### src/rtl/bwr_pkg.sv
package bwr_pkg;
  localparam int unsigned ST_W   = 8;
  localparam int unsigned ST_PAR = 3;
  localparam int unsigned ST_OVW = 4;
  localparam int unsigned ST_SEQ = 5;
endpackage

### src/rtl/bwr_line_sel.sv
module bwr_line_sel (
  input  logic ext_one,
  input  logic ext_zero,
  input  logic ext_ce,
  input  logic lb_one,
  input  logic lb_zero,
  input  logic lb_ce,
  input  logic self_test,
  output logic smp_one,
  output logic smp_zero,
  output logic smp_ce
);
  always_comb begin
    if (self_test) begin
      smp_one  = lb_one;
      smp_zero = lb_zero;
      smp_ce   = lb_ce;
    end else begin
      smp_one  = ext_one;
      smp_zero = ext_zero;
      smp_ce   = ext_ce;
    end
  end
endmodule

### src/rtl/bwr_pulse_gap.sv
module bwr_pulse_gap #(
  parameter int unsigned GAP_SMP = 12
) (
  input  logic clk,
  input  logic rst_n,
  input  logic mr,
  input  logic ce,
  input  logic one,
  input  logic zero,
  output logic bit_stb,
  output logic bit_val,
  output logic clash,
  output logic gap_stb
);
  localparam int unsigned NW = $clog2(GAP_SMP + 1);

  logic          prev_q, prev_d;
  logic [NW-1:0] null_q, null_d;
  logic          act;

  always_comb begin
    act     = one | zero;
    clash   = ce & one & zero;
    bit_stb = ce & act & ~prev_q & ~(one & zero);
    bit_val = one;
    gap_stb = ce & ~act & (null_q == NW'(GAP_SMP - 1));
    prev_d  = prev_q;
    null_d  = null_q;
    if (mr) begin
      prev_d = 1'b0;
      null_d = '0;
    end else if (ce) begin
      prev_d = act;
      if (act)
        null_d = '0;
      else if (null_q != NW'(GAP_SMP))
        null_d = null_q + 1'b1;
    end
  end

  always_ff @(posedge clk or negedge rst_n) begin
    if (!rst_n) begin
      prev_q <= 1'b0;
      null_q <= '0;
    end else begin
      prev_q <= prev_d;
      null_q <= null_d;
    end
  end
endmodule

### src/rtl/bwr_assembler.sv
module bwr_assembler #(
  parameter int unsigned WORD_BITS = 32
) (
  input  logic                 clk,
  input  logic                 rst_n,
  input  logic                 mr,
  input  logic                 bit_stb,
  input  logic                 bit_val,
  input  logic                 clash,
  input  logic                 gap_stb,
  output logic                 word_done,
  output logic [WORD_BITS-1:0] word_data,
  output logic                 short_err,
  output logic                 long_err
);
  localparam int unsigned CW = $clog2(WORD_BITS + 1);

  logic [WORD_BITS-1:0] shr_q, shr_d;
  logic [CW-1:0]        cnt_q, cnt_d;
  logic                 bad_q, bad_d;
  logic                 over_q, over_d;
  logic                 full;

  always_comb begin
    full      = (cnt_q == CW'(WORD_BITS));
    long_err  = bit_stb & full & ~over_q;
    word_done = gap_stb & full & ~bad_q & ~over_q;
    short_err = gap_stb & (cnt_q != '0) & ~full;
    word_data = shr_q;
    shr_d  = shr_q;
    cnt_d  = cnt_q;
    bad_d  = bad_q | clash;
    over_d = over_q | long_err;
    if (bit_stb && !full) begin
      shr_d = {bit_val, shr_q[WORD_BITS-1:1]};
      cnt_d = cnt_q + 1'b1;
    end
    if (gap_stb || mr) begin
      cnt_d  = '0;
      bad_d  = 1'b0;
      over_d = 1'b0;
    end
  end

  always_ff @(posedge clk or negedge rst_n) begin
    if (!rst_n) begin
      shr_q  <= '0;
      cnt_q  <= '0;
      bad_q  <= 1'b0;
      over_q <= 1'b0;
    end else begin
      shr_q  <= shr_d;
      cnt_q  <= cnt_d;
      bad_q  <= bad_d;
      over_q <= over_d;
    end
  end
endmodule

### src/rtl/bipolar_word_rx.sv
module bipolar_word_rx #(
  parameter int unsigned WORD_BITS   = 32,
  parameter int unsigned SMP_PER_BIT = 4,
  parameter int unsigned NULL_BITS   = 3
) (
  input  logic                        clk,
  input  logic                        rst_n,
  input  logic                        mr,
  input  logic                        rx_ce,
  input  logic                        line_one,
  input  logic                        line_zero,
  input  logic                        tx_ce,
  input  logic                        lb_one,
  input  logic                        lb_zero,
  input  logic                        self_test,
  input  logic                        parity_en,
  input  logic                        word_ack,
  input  logic                        stat_rd,
  output logic [WORD_BITS-1:0]        word_out,
  output logic                        word_ready,
  output logic [bwr_pkg::ST_W-1:0]    status,
  output logic                        err_any
);
  import bwr_pkg::*;

  localparam int unsigned GAP_SMP = SMP_PER_BIT * NULL_BITS;

  logic                 s_one, s_zero, s_ce;
  logic                 bit_stb, bit_val, clash, gap_stb;
  logic                 word_done, short_err, long_err;
  logic [WORD_BITS-1:0] word_data;

  logic [WORD_BITS-1:0] word_q, word_d;
  logic                 rdy_q, rdy_d;
  logic                 par_q, par_d, ovw_q, ovw_d, seq_q, seq_d;
  logic                 par_set, ovw_set, seq_set;

  bwr_line_sel u_sel (
    .ext_one  (line_one),
    .ext_zero (line_zero),
    .ext_ce   (rx_ce),
    .lb_one   (lb_one),
    .lb_zero  (lb_zero),
    .lb_ce    (tx_ce),
    .self_test(self_test),
    .smp_one  (s_one),
    .smp_zero (s_zero),
    .smp_ce   (s_ce)
  );

  bwr_pulse_gap #(.GAP_SMP(GAP_SMP)) u_pg (
    .clk    (clk),
    .rst_n  (rst_n),
    .mr     (mr),
    .ce     (s_ce),
    .one    (s_one),
    .zero   (s_zero),
    .bit_stb(bit_stb),
    .bit_val(bit_val),
    .clash  (clash),
    .gap_stb(gap_stb)
  );

  bwr_assembler #(.WORD_BITS(WORD_BITS)) u_asm (
    .clk      (clk),
    .rst_n    (rst_n),
    .mr       (mr),
    .bit_stb  (bit_stb),
    .bit_val  (bit_val),
    .clash    (clash),
    .gap_stb  (gap_stb),
    .word_done(word_done),
    .word_data(word_data),
    .short_err(short_err),
    .long_err (long_err)
  );

  always_comb begin
    par_set = word_done & parity_en & ~(^word_data);
    ovw_set = word_done & rdy_q & ~word_ack;
    seq_set = clash | short_err | long_err;
    word_d  = word_done ? word_data : word_q;
    rdy_d   = word_done | (rdy_q & ~word_ack);
    par_d   = par_set | (par_q & ~stat_rd);
    ovw_d   = ovw_set | (ovw_q & ~stat_rd);
    seq_d   = seq_set | (seq_q & ~stat_rd);
    if (mr) begin
      rdy_d = 1'b0;
      par_d = 1'b0;
      ovw_d = 1'b0;
      seq_d = 1'b0;
    end
  end

  always_ff @(posedge clk or negedge rst_n) begin
    if (!rst_n) begin
      word_q <= '0;
      rdy_q  <= 1'b0;
      par_q  <= 1'b0;
      ovw_q  <= 1'b0;
      seq_q  <= 1'b0;
    end else begin
      word_q <= word_d;
      rdy_q  <= rdy_d;
      par_q  <= par_d;
      ovw_q  <= ovw_d;
      seq_q  <= seq_d;
    end
  end

  always_comb begin
    status         = '0;
    status[ST_PAR] = par_q;
    status[ST_OVW] = ovw_q;
    status[ST_SEQ] = seq_q;
    word_out       = word_q;
    word_ready     = rdy_q;
    err_any        = par_q | ovw_q | seq_q;
  end
endmodule

### config.mk
export PLATFORM = sky130hd
export DESIGN_NAME = bipolar_word_rx
export DESIGN_NICKNAME = d
export VERILOG_FILES = /design/src/rtl/bwr_pkg.sv /design/src/rtl/bwr_line_sel.sv /design/src/rtl/bwr_pulse_gap.sv /design/src/rtl/bwr_assembler.sv /design/src/rtl/bipolar_word_rx.sv
export SDC_FILE = /design/constraint.sdc
export NUM_CORES = 1
export LEC_CHECK = 0
export BUFFER_PORTS_ARGS = -buffer_cell sky130_fd_sc_hd__buf_2
export CORE_MARGIN = 1.5
export CORE_UTILIZATION = 40
export CTS_CLUSTER_DIAMETER = 40
export DETAILED_ROUTE_END_ITERATION = 7
export PLACE_DENSITY_LB_ADDON = 0.2
export SETUP_SLACK_MARGIN = 0.15
export SLEW_MARGIN = 40
export SYNTH_ARGS = -nofsm -noshare
export SYNTH_HDL_FRONTEND = slang
export SYNTH_HIERARCHICAL = 1
export SYNTH_SLANG_ARGS = --single-unit
### constraint.sdc
create_clock -name clk -period 2.4 [get_ports clk]
set_input_delay 0.24 -clock clk [delete_from_list [all_inputs] [get_ports clk]]
set_output_delay 0.24 -clock clk [all_outputs]
set_load 0.01 [all_outputs]
### After elaboration in Yosys (flattened, before gate mapping)

Index checks and enable logic that the tools add are counted.

| operators by class | value |
|---|---|
| muxes and demuxes | 17 |
| bitwise gates (word level) | 43 |
| equal/unequal tests | 3 |
| $add $sub $neg | 2 |
| reduce and logical (&&, ||, !) cells | 9 |

Operators with widths:

| kind | count |
|---|---|
| $reduce_xor 32->1 | 1 |
| $and 1x1->1 | 23 |
| $mux 4 | 4 |
| $mux 6 | 2 |
| $mux 1 | 11 |
| $or 1x1->1 | 11 |
| $not 1->1 | 9 |
| $add 6x1->6 const B | 1 |
| $eq 6x6->1 const B | 1 |
| $reduce_bool 6->1 | 1 |
| $add 4x1->4 const B | 1 |
| $eq 4x4->1 const B | 1 |
| $ne 4x4->1 const B | 1 |
| $reduce_bool 2->1 | 2 |
| $reduce_bool 3->1 | 1 |
| $reduce_and 2->1 | 1 |
| $logic_and 1x1->1 | 1 |
| $logic_not 1->1 | 1 |
| $logic_or 1x1->1 | 1 |

| storage, ports and cells | value |
|---|---|
| word-level logic and storage cells | 85 |
| input bits | 13 |
| flip-flop bits (word level) | 81 |

### Depth between registers and ports, before layout

Gate-level depths: netlist of run 1.

| logic depth | value |
|---|---|
| depth in word-level cells | 12 |
| depth in mapped cells | 9 |

### Modules after synthesis

Netlist of run 1, hierarchy kept.

By module, submodules not included:

| module | area each (µm²) | seq. area each (µm²) | times used | cells each |
|---|---|---|---|---|
| bwr_assembler | 1811.7 | 1001.0 | 1 | 120 |
| bipolar_word_rx | 1689.1 | 900.9 | 1 | 126 |
| bwr_pulse_gap | 341.6 | 125.1 | 1 | 36 |
| bwr_line_sel | 33.8 | 0.0 | 1 | 3 |

### Worst setup path after synthesis of run 1

No wires, ideal clock.

| path | value |
|---|---|
| path type | reg-to-reg |
| start point | reg u_asm.cnt_q[0] |
| end point | reg word_q[0], in the netlist word_out[0] |
| required time | 2275 ps |
| period minus slack after synthesis | 2458 ps |
| arrival | 2333 ps |
| stages on the path, launching flop included | 9 |
| buffers on the path | 2 |
| slack | -58 ps |
| cells stage by stage | dfrtp_1 -> inv_1 -> ha_1 -> nor4b_4 -> nand2_1 -> nor4b_1 -> clkbuf_1 -> clkbuf_1 -> mux2_2 |

| between the ends | value |
|---|---|
| word-level cells in the longest chain between the ends | 4 |

Ends and longest elaborated chain:

| element | line | text |
|---|---|---|
| start: declaration | bwr_assembler.sv:19 | `logic [CW-1:0] cnt_q, cnt_d;` |
| start signal: assignment | bwr_assembler.sv:53 | `cnt_q <= cnt_d;` |
| $eq 6x6->1 | bwr_assembler.sv:25 | `full = (cnt_q == CW'(WORD_BITS));` |
| $and 1x1->1 (3 in series) | bwr_assembler.sv:27 | `word_done = gap_stb & full & ~bad_q & ~over_q;` |
| via word_done | bipolar_word_rx.sv:30 | `logic word_done, short_err, long_err;` |
| end signal: assignment | bipolar_word_rx.sv:103 | `word_q <= word_d;` |
| end: declaration | bipolar_word_rx.sv:33 | `logic [WORD_BITS-1:0] word_q, word_d;` |

The timed path passes the listed nets, and every way through them passes these cells.
A chain may end at the register's enable or synchronous reset.

### Worst setup path in the final report of run 1

| path | value |
|---|---|
| start point | reg u_pg.null_q[0] |
| end point | reg word_q[1], in the netlist word_out[1] |

| between the ends | value |
|---|---|
| word-level cells in the longest chain between the ends | 5 |

Ends and longest elaborated chain:

| element | line | text |
|---|---|---|
| start: declaration | bwr_pulse_gap.sv:18 | `logic [NW-1:0] null_q, null_d;` |
| start signal: assignment | bwr_pulse_gap.sv:47 | `null_q <= null_d;` |
| $eq 4x4->1 | bwr_pulse_gap.sv:26 | `gap_stb = ce & ~act & (null_q == NW'(GAP_SMP - 1));` |
| $and 1x1->1 | bwr_pulse_gap.sv:26 |  |
| via gap_stb | bipolar_word_rx.sv:29 | `logic bit_stb, bit_val, clash, gap_stb;` |
| $and 1x1->1 (3 in series) | bwr_assembler.sv:27 |  |
| via word_done | bipolar_word_rx.sv:30 |  |

The timed path passes the listed nets, and every way through them passes these cells.

==> results of run 1 <==
[area by class of cell]
class / count / area, sq um
multi-input combinational: 181 / 1720
sequential: 81 / 2030
fill: 839 / 4790
timing repair buffer: 61 / 395
tap: 129 / 161
clock inverter: 7 / 83.8
clock buffer: 9 / 124
inverter: 7 / 26.3
[placed cells by master (no fill, tap or decap), drive strengths merged, types with 2 or more instances in the layout]
cell | Yosys | layout
xnor2 | 29 | 29
conb | 1 | 5
inv | 7 | 12
a21oi | 5 | 5
o211ai | 3 | 3
dfrtp | 81 | 81
nand3 | 3 | 3
xor2 | 5 | 5
nand4 | 4 | 4
nor3b | 2 | 2
nor2b | 3 | 3
a31oi | 2 | 2
nor2 | 14 | 14
ha | 4 | 4
and3 | 2 | 2
or3 | 2 | 2
nor3 | 2 | 2
clkbuf | 5 | 10
mux2 | 67 | 67
buf | 15 | 59
nand2 | 8 | 8
nor4b | 4 | 4
a32oi | 2 | 2
[registers in the layout, summed over array words and instances (netlist names)]
signal / count
ovw_q: 1
par_q: 1
seq_q: 1
u_asm/bad_q: 1
u_asm/cnt_q: 6
u_asm/over_q: 1
u_asm/word_data: 32
u_pg/null_q: 4
u_pg/prev_q: 1
word_out: 32
word_ready: 1
[worst reg2reg max path: stages (launching register included)]
cell       delay (ns)
dfrtp_2          0.41
ha_1             0.18
nor2b_1          0.19
and4_2           0.32
nor4b_4          0.21
buf_4            0.18
clkbuf_16        0.19
mux2_2           0.34
[timing repair]
| item | CTS | global route |
|---|---|---|
| gates cloned | 0 | 1 |
| pin swaps | 0 | 0 |
| hold buffers | 1 | 0 |
| endpoints found under the hold margin | 40 | 0 |
| endpoints found under the setup margin | 13 | 32 |
| gates resized for setup | 1 | 2 |
| buffers inserted | 0 | 1 |
[per-layer routing]
| layer | up-vias | global-route usage | routed length, um |
|---|---|---|---|
| met5 | - | 0 | 0 |
| met1 | 1136 | 0.196 | 3370 |
| li1 | 1100 | - | - |
| met3 | 9 | 0.0297 | 184 |
| met2 | 53 | 0.223 | 3130 |
| met4 | 0 | 0.0609 | 97 |
[final timing paths]
| kind | endpoint | slack (ns) | cells after the start |
|---|---|---|---|
| worst max register to register | word_out[1] | 0.28 | 7 |
| worst min-delay path | par_q | 0.15 | 3 |
| worst max-delay path | word_out[1] | 0.28 | 7 |
| worst min register to register | word_out[18] | 0.51 | 1 |
| max in group asynchronous | u_asm/word_data[4] | 1.38 | 3 |
| min in group asynchronous | u_asm/word_data[31] | 0.42 | 2 |
[cell families (layout without fill, tap and decap cells)]
| group | count (synthesis) | count (layout) | synth area share |
|---|---|---|---|
| buffers and inverters | 27 | 84 | 0.0420 |
| adders and majority gates | 4 | 4 | 0.0129 |
| DFF | 81 | 81 | 0.523 |
| xor gates and xnor gates | 34 | 34 | 0.0768 |
| muxes | 68 | 68 | 0.226 |
| other | 1 | 5 | 0.000967 |
| and+or+nand+nor | 51 | 51 | 0.0804 |
| AOI/OAI and AO/OA | 19 | 19 | 0.0378 |
[power by group through the flow]
stage          Clock, W  Sequential [W]  Combinational [W]
6_report        0.00104         0.00161           0.000948
5_1_grt         0.00114         0.00164            0.00103
3_3_place_gp          0         0.00164           0.000945
2_1_floorplan         0         0.00160           0.000789
4_1_cts         0.00108         0.00162           0.000960
3_5_place_dp          0         0.00165           0.000952
[per-stage QoR]
| stage | cells | hold WS, ns | util |
|---|---|---|---|
| floorplan | 289 | -0.0556 | - |
| global placement | 456 | 0.262 | 0.458 |
| detailed placement | 456 | 0.273 | 0.458 |
| CTS | 473 | 0.136 | 0.483 |
| global route | 475 | 0.145 | 0.486 |
| finish | 475 | 0.153 | 0.486 |
==> metrics, run 1 <==
outcome=finished, final reports clean; first-pass GRT wire length=11500 um; Sw Share=0.302; post-synthesis sequential area ratio=0.523; vias=2298; DRT iter0 DRCs=38; post-DP HPWL=4510 um; Die Area=about 0.010 sq mm; P_leak=2.23 nW; Critical Path End Type=flop; worst r2r src=u_pg/null_q[0]; setup ws final=0.281 ns; ANT nets after route=0; DR pass1 iterations=5; overall power=0.00361 W; CTS buffer count=9; Worst Hold Class=in -> reg; dpl cell area=between 0.004 and 0.005 sq mm; share of synthesized registers carrying an async set or reset=1.00; RSZ-0062 raised after global routing=false; Ys Warns=6; P&R area growth vs syn=17.0%; # port buffers=49; final instance area=0.00454 sq mm; total wire length=6780 um; clock sinks=81; mapped cell area=0.00388 sq mm; H-tree levels=3; critical-path cell list=ha_1 > nor2b_1 > and4_2 > nor4b_4 > buf_4 > clkbuf_16 > mux2_2; total gr overflow=0; biggest area consumer among synthesized cells=dfrtp_1; clock slew at reported path FFs=0.08 ns; Site Rows=35; number of antenna violations at the first check in global routing=0; Distinct cells, synth=45; Post-synth top cells=dfrtp_1 (81), mux2_2 (37), mux2_4 (30), xnor2_1 (29), nor2_1 (14); post-route minimum period=2.12 ns; GRT Total Usage=0.143; # IOs=55; max-cap violation count=0; gpl congestion=0.737; largest net degree at the start of global routing=42; Max-Slew Margin vs Limit=0.643; VDD IR max=0.000451 V; P_sw=0.00109 W; setup_tns=0 ns; count leader, synth=dfrtp_1; Post-synth top flop=dfrtp_1; vias in the first global route=2339; Hold Crit Start=parity_en; Max Slew Vio Count=0; TritonCTS clock tree=done; Slowest cell on crit path=dfrtp_2; vias per cell=4.84; routed length per instance=14.3 um; CP startpoint=u_pg/null_q[0]; logic gate share of total power=0.263; #FFs+latches synth=81; Buf/Inv on CP=2; Tcrit/Tclk final=0.883; f_max=0.472 GHz; clock network power share=0.289; CTS Root Cell=clkbuf_8; number of synthesized flops with an enable pin=0; Core Box Area=0.00933 sq mm; Initial Util=0.416; Cell Pwr Density=roughly 790 mW/mm^2; Sequential Power Share=0.448; Final Hold Viols=0; Chip Height=101 um; worst-skew pair later-pin latency=~0.35 ns; DRC=0; synth top area cells=dfrtp_1 (52%), mux2_4 (12%), mux2_2 (11%), xnor2_1 (6.6%), buf_4 (1.7%); Startpoint Class=flop; Crit path required time=2.63 ns; critical path class=reg -> reg; CTS Buffer Depth=2; area share of the largest cell type after synthesis=0.523; Slew @ Worst Pin=0.536 ns; Chip Width=101 um; CP max stage delay=0.41 ns; post-place setup slack=0.0580 ns; number of diodes=0; Post-Syn Instances=~290; cell class contributing the biggest share of worst-path delay=simple AND/OR/NAND/NOR gates; worst-path fanout max=17; Critical Path AT=between 2 and 2.5 ns; Post-Syn Area per Cell=13.6 sq um; Final Net Count=358; Setup violations, final=0; share of layout cells above drive strength 1=0.442; clk_skew=0.0129 ns; internal power=0.00251 W
No activity file was read; power rests on OpenSTA's default activity.
==> run 2: changes to the inputs <==
--- a/config.mk
+++ b/config.mk
@@ -8,6 +8,7 @@
 export BUFFER_PORTS_ARGS = -buffer_cell sky130_fd_sc_hd__buf_2
 export CORE_MARGIN = 1.5
 export CORE_UTILIZATION = 40
+export CTS_BUF_LIST = sky130_fd_sc_hd__clkbuf_4
 export CTS_CLUSTER_DIAMETER = 40
 export DETAILED_ROUTE_END_ITERATION = 7
 export PLACE_DENSITY_LB_ADDON = 0.2
@@ -15,5 +16,4 @@
 export SLEW_MARGIN = 40
 export SYNTH_ARGS = -nofsm -noshare
 export SYNTH_HDL_FRONTEND = slang
-export SYNTH_HIERARCHICAL = 1
 export SYNTH_SLANG_ARGS = --single-unit
==> run 2 against run 1 <==
  * Final cell count shrank 5.7%
  * Hold slack worse by 0.12 ns
  * Die area decreased by 5.6%
  * Critical path depth grew 1
  * Clock-buffer cell count is 3 higher
  * Via count fell by 2.0%
  * Register-to-register slack got worse by 0.06 ns
  * Global-route usage decreased by 0.22 points
  * Utilization shrank 1.1 points
  * Sequential share of layout area rose by 4.0 points
  * Synthesized cell count down 0.70%
  * Combinational power down 2%
  * Critical endpoint is now u_asm.cnt_q[5]
==> metrics, run 2 <==
largest net degree at the start of global routing=43 (+2.4%); routed length per instance=14.2 um (-0.73%); Site Rows=34 (-2.9%); synth top area cells=dfrtp_1 (56%), mux2_2 (19%), xnor2_1 (7.0%), buf_4 (1.6%), a21oi_1 (1.5%); Sequential Power Share=0.502 (+0.054); first-pass GRT wire length=10900 um (-5.2%); Max Slew Vio Count=0 (unchanged); share of layout cells above drive strength 1=0.421 (-0.0216); Initial Util=0.417 (+0.00106); vias in the first global route=2239 (-4.3%); P_leak=2.11 nW (-5.4%); TritonCTS clock tree=done; f_max=0.459 GHz (-2.8%); Ys Warns=0 (-6); VDD IR max=0.000362 V (-20%); area share of the largest cell type after synthesis=0.555 (+0.0323); worst r2r src=u_asm.cnt_q[0]; worst-path fanout max=3 (-14); critical path class=reg -> reg; Chip Width=98.5 um (-2.9%); post-DP HPWL=4320 um (-4.1%); Post-synth top flop=dfrtp_1; number of synthesized flops with an enable pin=0 (unchanged); DR pass1 iterations=4 (-1); Register Area=0.00203 sq mm (unchanged); total gr overflow=0 (unchanged); clock sinks=81 (unchanged); number of antenna violations at the first check in global routing=0 (unchanged); CTS Root Cell=clkbuf_4; Crit path required time=2.69 ns (+0.06 ns); internal power=0.00224 W (-11%); R2R Setup Slk=0.22 ns (-0.06 ns); CTS Buffer Depth=2 (unchanged); H-tree levels=3 (unchanged); share of synthesized registers carrying an async set or reset=1.00 (unchanged); # port buffers=49 (unchanged); vias=2251 (-2.0%); commonest non-fill, non-tap cells in the layout=dfrtp_1 (80), mux2_2 (63), buf_2 (48); met1 Use GR=0.199 (+0.00264); Hold Slack=0.0376 ns (-0.116 ns); met3 usage=0.0277 (-0.00202); gpl congestion=0.811 (+10%); Die Area=0.00971 sq mm (-5.6%); Sw Share=0.308 (+0.00547); count leader, synth=dfrtp_1; vias per cell=5.02 (+3.9%); Critical Path End Type=flop; P_sw=0.000998 W (-8.5%); ANT nets after route=0 (unchanged); max-cap violation count=0 (unchanged); clock network power share=0.211 (-0.078); DRC=0 (unchanged); Hold Path End=par_q; Chip Height=98.5 um (-2.9%); Tcrit/Tclk final=0.909 (+0.0258); post-synthesis sequential area ratio=0.555 (+0.0323); setup_tns=0 ns (unchanged); number of diodes=0 (unchanged); outcome=finished, final reports clean; biggest area consumer among synthesized cells=dfrtp_1; Post-Syn Instances=283 (-0.70%); # IOs=55 (unchanged); Startpoint Class=flop; #FFs+latches synth=81 (unchanged); Critical Path AT=2.48 ns (+0.13 ns); clk_skew=0.0130 ns (+0.000130 ns); mapped cell area=0.00365 sq mm (-5.8%); area of the multi-input gates=0.00153 sq mm (-11%); Distinct cells, synth=36 (-20%); RSZ-0062 raised after global routing=true; P&R area growth vs syn=14.1%; DRT iter0 DRCs=61 (+61%); commonest non-fill, non-tap cell in the layout=dfrtp_1; clock slew at reported path FFs=0.11 ns (+0.03 ns); FF-to-FF path depth=8 (+1); Reg2Reg Capture Point=u_asm.cnt_q[5]; total wire length=6350 um (-6.4%); Core Box Area=0.00876 sq mm (-6.0%); Final Hold Viols=0 (unchanged); Post-synth top cells=dfrtp_1 (81), mux2_2 (63), xnor2_1 (29), a21oi_1 (11), nor2_1 (11); M2 GR Usage=0.210 (-0.0128); worst-skew pair later-pin latency=0.41 ns (+0.06 ns); Layout fillers=818 (-2.5%); Post-Syn Area per Cell=12.9 sq um (-5.1%); Worst Hold Class=in -> reg; Slew @ Worst Pin=0.544 ns (+0.00800 ns); Hold Crit Start=stat_rd; Max-Slew Margin vs Limit=0.637 (-0.00533); CTS buffer count=9 (unchanged); logic gate share of total power=0.287 (+0.024); Hold Crit Depth=2 (-1); GRT Total Usage=0.141 (-0.00217); gr busiest metal=met2; Cell Pwr Density=778 mW/mm^2 (-2.1%); post-route minimum period=2.18 ns (+0.0619 ns); Setup violations, final=0 (unchanged); Final Net Count=352 (-1.7%); overall power=0.00324 W (-10%)
run 2: power by group through the flow:
stage	registers, W	logic [W]	clock network (W)
6_report	0.00163	0.000930	0.000685
5_1_grt	0.00165	0.000998	0.000784
4_1_cts	0.00163	0.000936	0.000714
3_5_place_dp	0.00165	0.000928	0
3_3_place_gp	0.00165	0.000913	0
2_1_floorplan	0.00161	0.000748	0
run 2: kinds of logic after synthesis:
group	after synthesis	synth area share
compound gates	26	0.0456
flops	81	0.555
simple gates	44	0.0634
other cells	1	0.00103
buf+inv	28	0.0384
xor+xnor	34	0.0816
fa+ha+maj	4	0.0137
mux	65	0.201
run 2: worst max-delay path by stage:
stage	start	to	slack, ns	depth (start not counted)
CTS	u_asm.cnt_q[0]	u_asm.cnt_q[5]	0.19	8
detailed placement	u_asm.cnt_q[0]	u_asm.cnt_q[5]	0.14	8
global route	u_pg.null_q[1]	par_q	0.11	7
finish	u_asm.cnt_q[0]	u_asm.cnt_q[5]	0.22	8
global placement	self_test	par_q	0.18	6
floorplan	u_asm.cnt_q[0]	u_asm.cnt_q[5]	0.24	9
run 2: per-layer routing:
layer / vias up / part of all wire
met5: - / 0
met4: 0 / 0.020
met3: 11 / 0.042
met2: 53 / 0.46
met1: 1107 / 0.48
li1: 1080 / -
run 2: layout make-up:
class | count | share of cell area
sequential | 81 | 0.487
multi-input combinational | 178 | 0.367
timing repair buffer | 57 | 0.0805
tap | 108 | 0.0324
clock buffer | 12 | 0.0216
inverter | 8 | 0.00721
clock inverter | 4 | 0.00480
run 2: what timing repair did:
| action | 4_1_cts | 5_1_grt |
|---|---|---|
| pin swaps | 0 | 1 |
| gates resized for setup | 2 | 5 |
| endpoints found under the setup margin | 3 | 37 |
| hold endpoints to repair | 41 | 0 |
| hold buffers | 1 | 0 |
| setup buffers | 0 | 3 |
run 2: metrics by stage:
stage,setup WS (ns),utilization,cells,cell area (sq um)
detailed placement,0.138,0.456,428,4000
global placement,0.176,0.456,428,4000
floorplan,0.243,-,287,3670
CTS,0.193,0.472,445,4130
finish,0.219,0.475,448,4170
global route,0.114,0.475,448,4170
run 2: worst max-delay path, cell delays in order, from the launching register on:
cell and delay, ns:
dfrtp_1 0.40, inv_2 0.06, ha_2 0.17, nor4b_4 0.13, nand2_1 0.10, or4b_4 0.50
or4_4 0.49, xor2_1 0.15, nor2_1 0.05
